[src/rtl/morse_rx_pkg.sv]
package morse_rx_pkg;

   localparam int SYM_W  = 3;
   localparam int CHAR_W = 8;

   typedef enum logic [SYM_W-1:0] {
      SYM_IDLE = 3'd0,
      SYM_DOT  = 3'd1,
      SYM_DASH = 3'd2,
      SYM_CGAP = 3'd3,
      SYM_WGAP = 3'd4
   } sym_e;

   // Letter lookup: n symbols, pattern p first symbol in the MSB, dot 0, dash 1.
   // Returns 8'h00 when nothing matches.
   function automatic logic [CHAR_W-1:0] letter_of(input logic [2:0] n,
                                                   input logic [3:0] p);
      logic [CHAR_W-1:0] c;
      case ({n, p})
         {3'd1, 4'b0000}: c = 8'h65; // e
         {3'd1, 4'b0001}: c = 8'h74; // t
         {3'd2, 4'b0000}: c = 8'h69; // i
         {3'd2, 4'b0001}: c = 8'h61; // a
         {3'd2, 4'b0010}: c = 8'h6e; // n
         {3'd2, 4'b0011}: c = 8'h6d; // m
         {3'd3, 4'b0000}: c = 8'h73; // s
         {3'd3, 4'b0001}: c = 8'h75; // u
         {3'd3, 4'b0010}: c = 8'h72; // r
         {3'd3, 4'b0011}: c = 8'h77; // w
         {3'd3, 4'b0100}: c = 8'h64; // d
         {3'd3, 4'b0101}: c = 8'h6b; // k
         {3'd3, 4'b0110}: c = 8'h67; // g
         {3'd3, 4'b0111}: c = 8'h6f; // o
         {3'd4, 4'b0000}: c = 8'h68; // h
         {3'd4, 4'b0001}: c = 8'h76; // v
         {3'd4, 4'b0010}: c = 8'h66; // f
         {3'd4, 4'b0100}: c = 8'h6c; // l
         {3'd4, 4'b0110}: c = 8'h70; // p
         {3'd4, 4'b0111}: c = 8'h6a; // j
         {3'd4, 4'b1000}: c = 8'h62; // b
         {3'd4, 4'b1001}: c = 8'h78; // x
         {3'd4, 4'b1010}: c = 8'h63; // c
         {3'd4, 4'b1011}: c = 8'h79; // y
         {3'd4, 4'b1100}: c = 8'h7a; // z
         {3'd4, 4'b1101}: c = 8'h71; // q
         default:         c = 8'h00;
      endcase
      return c;
   endfunction

endpackage

[src/rtl/morse_sym_edge.sv]
module morse_sym_edge
   import morse_rx_pkg::*;
(
   input  logic             clk_i,
   input  logic             rst_ni,
   input  logic [SYM_W-1:0] sym_i,
   output logic             mark_o,
   output logic             mark_bit_o,
   output logic             cend_o,
   output logic             wend_o
);

   logic [SYM_W-1:0] prev_q;
   logic             fresh;

   always_ff @(posedge clk_i or negedge rst_ni) begin
      if (!rst_ni) prev_q <= SYM_IDLE;
      else         prev_q <= sym_i;
   end

   assign fresh = (sym_i != prev_q);

   always_comb begin
      mark_o     = 1'b0;
      mark_bit_o = 1'b0;
      cend_o     = 1'b0;
      wend_o     = 1'b0;
      if (fresh) begin
         case (sym_i)
            SYM_DOT:  mark_o = 1'b1;
            SYM_DASH: begin mark_o = 1'b1; mark_bit_o = 1'b1; end
            SYM_CGAP: cend_o = 1'b1;
            SYM_WGAP: wend_o = 1'b1;
            default:  ;
         endcase
      end
   end

endmodule

[src/rtl/morse_seq_accum.sv]
module morse_seq_accum #(
   parameter int MAX_LEN = 5,
   parameter int LEN_W   = $clog2(MAX_LEN + 2)
) (
   input  logic               clk_i,
   input  logic               rst_ni,
   input  logic               mark_i,
   input  logic               bit_i,
   input  logic               clear_i,
   output logic [MAX_LEN-1:0] seq_o,
   output logic [LEN_W-1:0]   len_o
);

   localparam logic [LEN_W-1:0] LEN_SAT = LEN_W'(MAX_LEN + 1);

   always_ff @(posedge clk_i or negedge rst_ni) begin
      if (!rst_ni) begin
         seq_o <= '0;
         len_o <= '0;
      end else if (clear_i) begin
         seq_o <= '0;
         len_o <= '0;
      end else if (mark_i) begin
         seq_o <= {seq_o[MAX_LEN-2:0], bit_i};
         if (len_o != LEN_SAT) len_o <= len_o + 1'b1;
      end
   end

endmodule

[src/rtl/morse_code_lut.sv]
module morse_code_lut
   import morse_rx_pkg::*;
#(
   parameter int                MAX_LEN      = 5,
   parameter int                LEN_W        = $clog2(MAX_LEN + 2),
   parameter logic [CHAR_W-1:0] UNKNOWN_CODE = 8'h3F
) (
   input  logic [MAX_LEN-1:0] seq_i,
   input  logic [LEN_W-1:0]   len_i,
   output logic [CHAR_W-1:0]  code_o
);

   localparam int DIG_LEN = 5;

   logic       is_five;
   logic [5:0] dot_first_hit;   // k dots then dashes -> digit k
   logic [3:0] dash_first_hit;  // k dashes then dots -> digit 5+k
   logic [CHAR_W-1:0] letter;

   assign is_five = (len_i == LEN_W'(DIG_LEN));

   generate
      for (genvar k = 0; k <= 5; k++) begin : g_dot_first
         localparam logic [DIG_LEN-1:0] PAT = DIG_LEN'((1 << (DIG_LEN - k)) - 1);
         assign dot_first_hit[k] = is_five && (seq_i[DIG_LEN-1:0] == PAT);
      end
      for (genvar k = 1; k <= 4; k++) begin : g_dash_first
         localparam logic [DIG_LEN-1:0] PAT = DIG_LEN'(((1 << k) - 1) << (DIG_LEN - k));
         assign dash_first_hit[k-1] = is_five && (seq_i[DIG_LEN-1:0] == PAT);
      end
   endgenerate

   always_comb begin
      letter = 8'h00;
      if (len_i != '0 && len_i <= LEN_W'(4))
         letter = letter_of(len_i[2:0], seq_i[3:0]);
   end

   always_comb begin
      code_o = UNKNOWN_CODE;
      if (letter != 8'h00) code_o = letter;
      for (int k = 0; k <= 5; k++)
         if (dot_first_hit[k]) code_o = CHAR_W'(8'h30 + k);
      for (int k = 1; k <= 4; k++)
         if (dash_first_hit[k-1]) code_o = CHAR_W'(8'h35 + k);
   end

endmodule

[src/rtl/morse_rx_decoder.sv]
module morse_rx_decoder
   import morse_rx_pkg::*;
#(
   parameter int                MAX_LEN      = 5,
   parameter logic [CHAR_W-1:0] SPACE_CODE   = 8'h20,
   parameter logic [CHAR_W-1:0] UNKNOWN_CODE = 8'h3F
) (
   input  logic              clk_i,
   input  logic              rst_ni,
   input  logic [SYM_W-1:0]  sym_i,
   output logic [CHAR_W-1:0] char_o,
   output logic              char_vld_o
);

   localparam int LEN_W = $clog2(MAX_LEN + 2);

   generate
      if (MAX_LEN < 5) begin : g_bad_len
         $error("MAX_LEN must be at least 5 to hold the digit patterns");
      end
      if (LEN_W < 3) begin : g_bad_lenw
         $error("length counter too narrow");
      end
   endgenerate

   logic               mark, mark_bit, cend, wend;
   logic [MAX_LEN-1:0] seq;
   logic [LEN_W-1:0]   len;
   logic [CHAR_W-1:0]  lut_code;
   logic               gap, empty;

   morse_sym_edge u_edge (
      .clk_i      (clk_i),
      .rst_ni     (rst_ni),
      .sym_i      (sym_i),
      .mark_o     (mark),
      .mark_bit_o (mark_bit),
      .cend_o     (cend),
      .wend_o     (wend)
   );

   assign gap   = cend | wend;
   assign empty = (len == '0);

   morse_seq_accum #(.MAX_LEN(MAX_LEN), .LEN_W(LEN_W)) u_accum (
      .clk_i   (clk_i),
      .rst_ni  (rst_ni),
      .mark_i  (mark),
      .bit_i   (mark_bit),
      .clear_i (gap),
      .seq_o   (seq),
      .len_o   (len)
   );

   morse_code_lut #(
      .MAX_LEN      (MAX_LEN),
      .LEN_W        (LEN_W),
      .UNKNOWN_CODE (UNKNOWN_CODE)
   ) u_lut (
      .seq_i  (seq),
      .len_i  (len),
      .code_o (lut_code)
   );

   always_ff @(posedge clk_i or negedge rst_ni) begin
      if (!rst_ni) begin
         char_o     <= '0;
         char_vld_o <= 1'b0;
      end else begin
         char_vld_o <= 1'b0;
         if (wend && empty) begin
            char_o     <= SPACE_CODE;
            char_vld_o <= 1'b1;
         end else if (gap && !empty) begin
            char_o     <= lut_code;
            char_vld_o <= 1'b1;
         end
      end
   end

endmodule

[config.mk]
export PLATFORM = sky130hd
export DESIGN_NAME = morse_rx_decoder
export DESIGN_NICKNAME = d
export VERILOG_FILES = /design/src/rtl/morse_rx_pkg.sv /design/src/rtl/morse_sym_edge.sv /design/src/rtl/morse_seq_accum.sv /design/src/rtl/morse_code_lut.sv /design/src/rtl/morse_rx_decoder.sv
export SDC_FILE = /design/constraint.sdc
export NUM_CORES = 1
export LEC_CHECK = 0
export BUFFER_PORTS_ARGS = -buffer_cell sky130_fd_sc_hd__buf_2
export CORE_AREA = 2 2 73 75
export CTS_CLUSTER_SIZE = 28
export DETAILED_ROUTE_END_ITERATION = 8
export DIE_AREA = 0 0 75 77
export GPL_ROUTABILITY_DRIVEN = 0
export GPL_TIMING_DRIVEN = 0
export HOLD_SLACK_MARGIN = 0.08
export PLACE_DENSITY = 0.5
export SLEW_MARGIN = 40
export SYNTH_ARGS = -nofsm -noshare
export SYNTH_HDL_FRONTEND = slang
export SYNTH_SLANG_ARGS = --single-unit
[constraint.sdc]
create_clock -name clk_i -period 7.46 [get_ports clk_i]
set_input_delay 0.746 -clock clk_i [delete_from_list [all_inputs] [get_ports clk_i]]
set_output_delay 0.746 -clock clk_i [all_outputs]
set_load 0.01 [all_outputs]
==> flow_summary_export.csv <==
group,metric,value,unit
die,dieArea,5780,um2
cts,cts_setup_buffers,0,
power_and_ir_drop,clock_power_share,11.1,%
detailed_routing,drt_iter0_markers,135,
critical_path,critPathLaunchType,"flip-flop",
logic_synthesis,synth-edff-count,0,
timing,hold_slack,0.431,ns
detailed_routing,dr.pass1.iters,4,
critical_path,path_cells,"clkbuf_1 > inv_1 > ha_1 > ha_1 > and3_1 > a32o_1 > or4_1 > or4b_1 > o211ai_2",
grt,grt_usage,16.3,%
critical_path,critPathRequiredTime,7.64,ns
power_and_ir_drop,p_seq_share,25.0,%
logic_synthesis,yosys_warnings,0,
cells_and_area,seqCellArea,475,um2
grt,grt_max_degree,20,
cts,clock-sinks,19,
die,io_pins,14,
logic_synthesis,synth_seq_cells,19,
die,rows,26,
detailed_routing,drc_errors,0,
flow_run,cap_violations,0,
placed_design,dp_cells,288,
placed_design,portBuffers,12,
critical_path,crit_path_max_fanout,10,
cells_and_area,final_util,38.5,%
critical_path,r2r_start,"u_accum.len_o[1]",
critical_path,max_stage_delay,0.49,ns
timing,final-hold-violation-count,0,
cells_and_area,multi_input_area,1160,um2
die,fp.dieH,77,um
logic_synthesis,synth_ff_type,"dfrtp_1",
logic_synthesis,synthDominantCellAreaShare,27.6,%
critical_path,crit_slowest_cell,"or4b_1",
logic_synthesis,synth.avg_cell_area,8.38,um2
die,initial_core_util,34.7,%
power_and_ir_drop,power.density,336,nW/um2
logic_synthesis,synth_nets,224,
logic_synthesis,yosysSeqAreaShare,27.6,%
cts,htree_levels,1,
timing,rsz0062_at_grt,"no",
placed_design,dp_hpwl,3400,um
logic_synthesis,yosys-top-cells-area,"dfrtp_1 (28%), ha_1 (9.4%), nand2_1 (3.9%)",
detailed_routing,via_per_inst,5.43,
cts,cts_tree,"done",
cts,cts_buffers,3,
cells_and_area,drive_gt1_share,14.4,%
timing,fin_setup_tns,0,ns
logic_synthesis,synth_cell_types,58,
power_and_ir_drop,switching_share,47.2,%
cts,clock_latency,0.25,ns
timing,fin_ws,4.39,ns
logic_synthesis,postSynth.asyncResetShare,100,%
die,coreArea,4980,um2
grt,grt_pass1_vias,1445,
logic_synthesis,synth_common_cells,"dfrtp_1 (19), nand2_1 (18), nor2_1 (14)",
critical_path,crit_type,"reg -> reg",
cts,cts_hold_buf,0,
timing,slew_viol_final,0,
detailed_routing,ant_nets,0,
critical_path,path_buf_inv,2,
timing,fmax,326,MHz
detailed_routing,wirelength,4430,um
power_and_ir_drop,p_int,341,uW
power_and_ir_drop,leakage,0.814,nW
grt,grt_pass1_wl,7330,um
cts,cts_buffer_depth,2,
grt,grt.busiest_layer,"met2",
status,outcome,"complete, no violations",
grt,grtUsageMet1,24.0,%
grt,grt_overflow,0,
timing,min_period,3.07,ns
timing,finalSetupViolCount,0,
critical_path,critical_path.top_delay_family,"simple AND/OR/NAND/NOR gates",
critical_path,end_kind,"flip-flop",
critical_path,arrival,3.25,ns
detailed_routing,via_count,1586,
logic_synthesis,synth_largest_area_cell,"dfrtp_1",
cells_and_area,synthToLayoutAreaGrowth,11.2,%
placed_design,post-place-ws,4.42,ns
cts,clkSlewWorstSetupHoldPaths,0.07,ns
cells_and_area,layout.cells.non_filler,292,
power_and_ir_drop,max-vdd-ir-drop,0.182,mV
cells_and_area,diodes,0,
detailed_routing,wl_per_cell,15.2,um
cells_and_area,nets,241,
grt,antenna_found_initial,0,
timing,finalClockSkew,0.00131,ns
cts,cts_resized,0,
timing,worst_slew_pin_slew,0.736,ns
timing,period_share,41.2,%
timing,timing.slew.headroom,50.3,%
hold_path,hp-class,"in -> async",
grt,grtUsageMet2,25.1,%
die,die_w,75,um
grt,use_met3,2.76,%
power_and_ir_drop,power_frac_comb,63.9,%
logic_synthesis,synth.most_common_cell,"dfrtp_1",
cts,clock-root-buffer,"clkbuf_8",
logic_synthesis,synth_cells,206,
cells_and_area,n_fill_cell,525,
critical_path,critPathMostFrequentCell,"ha_1",
logic_synthesis,synth_area,1730,um2
power_and_ir_drop,switchingPower,304,uW
critical_path,critPathLaunch,"u_accum.len_o[1]",
through the flow:
stage / power [mW] / instance area, um2
floorplan: 0.463 / 1730
global placement: 0.577 / 1870
detailed placement: 0.572 / 1870
CTS: 0.647 / 1920
global route: 0.711 / 1920
finish: 0.645 / 1920
path summary, 6_finish.rpt:
path | end | slack, ns | cells past startpoint
hold reg to reg | char_o[4] | 0.50 | 1
min in group clk_i | char_o[4] | 0.50 | 1
setup / recovery | char_o[1] | 4.39 | 9
setup reg to reg | char_o[1] | 4.39 | 9
hold / removal | char_o[1] | 0.43 | 1
max in group asynchronous | u_accum.seq_o[2] | 6.72 | 1
layout by cell type (no fill, tap or decap), types with 3 or more instances in the layout:
cell	n
a211oi_1	3
a21oi_1	10
buf_2	14
buf_4	3
clkbuf_1	7
clkbuf_8	3
dfrtp_1	19
ha_1	13
inv_1	8
mux2i_1	4
nand2_1	18
nand2b_1	7
nand3_1	9
nand3b_1	3
nor2_1	14
nor2b_1	5
nor3_1	10
nor3b_1	3
o211ai_1	3
o21ai_0	8
o31ai_1	3
xnor2_1	4
power by group through the flow:
stage,registers [mW],clock network (mW),logic (mW)
finish,0.161,0.0714,0.412
CTS,0.162,0.0744,0.411
detailed placement,0.164,0,0.408
global route,0.167,0.0805,0.463
global placement,0.164,0,0.413
floorplan,0.165,0,0.298
cell type report:
cell class,instances,share of cell area [%]
inverter,10,1.96
buffer,11,2.87
timing repair buffer,12,3.13
sequential,19,24.8
multi-input combinational,166,60.3
clock buffer,4,2.35
tap,70,4.57
flip-flops by register name, indices dropped and copies added (netlist names):
register,flops
char_vld_o,1
u_accum.seq_o,5
char_o,7
u_edge.prev_q,3
u_accum.len_o,3
layer usage:
| metal | vias up | part of all wire, % | wire length (um) |
|---|---|---|---|
| met5 | - | 0 | 0 |
| met4 | 0 | 0.63 | 28 |
| met3 | 5 | 4.3 | 192 |
| met2 | 26 | 47 | 2070 |
| met1 | 754 | 48 | 2140 |
| li1 | 801 | - | - |
cells by family (layout without fill, tap and decap cells):
kind of cell               Yosys count  count (layout)  share of synthesized area (%)
AOI/OAI and AO/OA                   56              56                           23.6
xor gates and xnor gates             5               5                           2.54
adders and majority gates           13              13                           9.43
buffers and inverters               21              37                           5.37
DFF                                 19              19                           27.6
muxes                                6               6                           4.93
other                                1               1                          0.217
and+or+nand+nor                     85              85                           26.4
(Power assumes the default switching activity.)
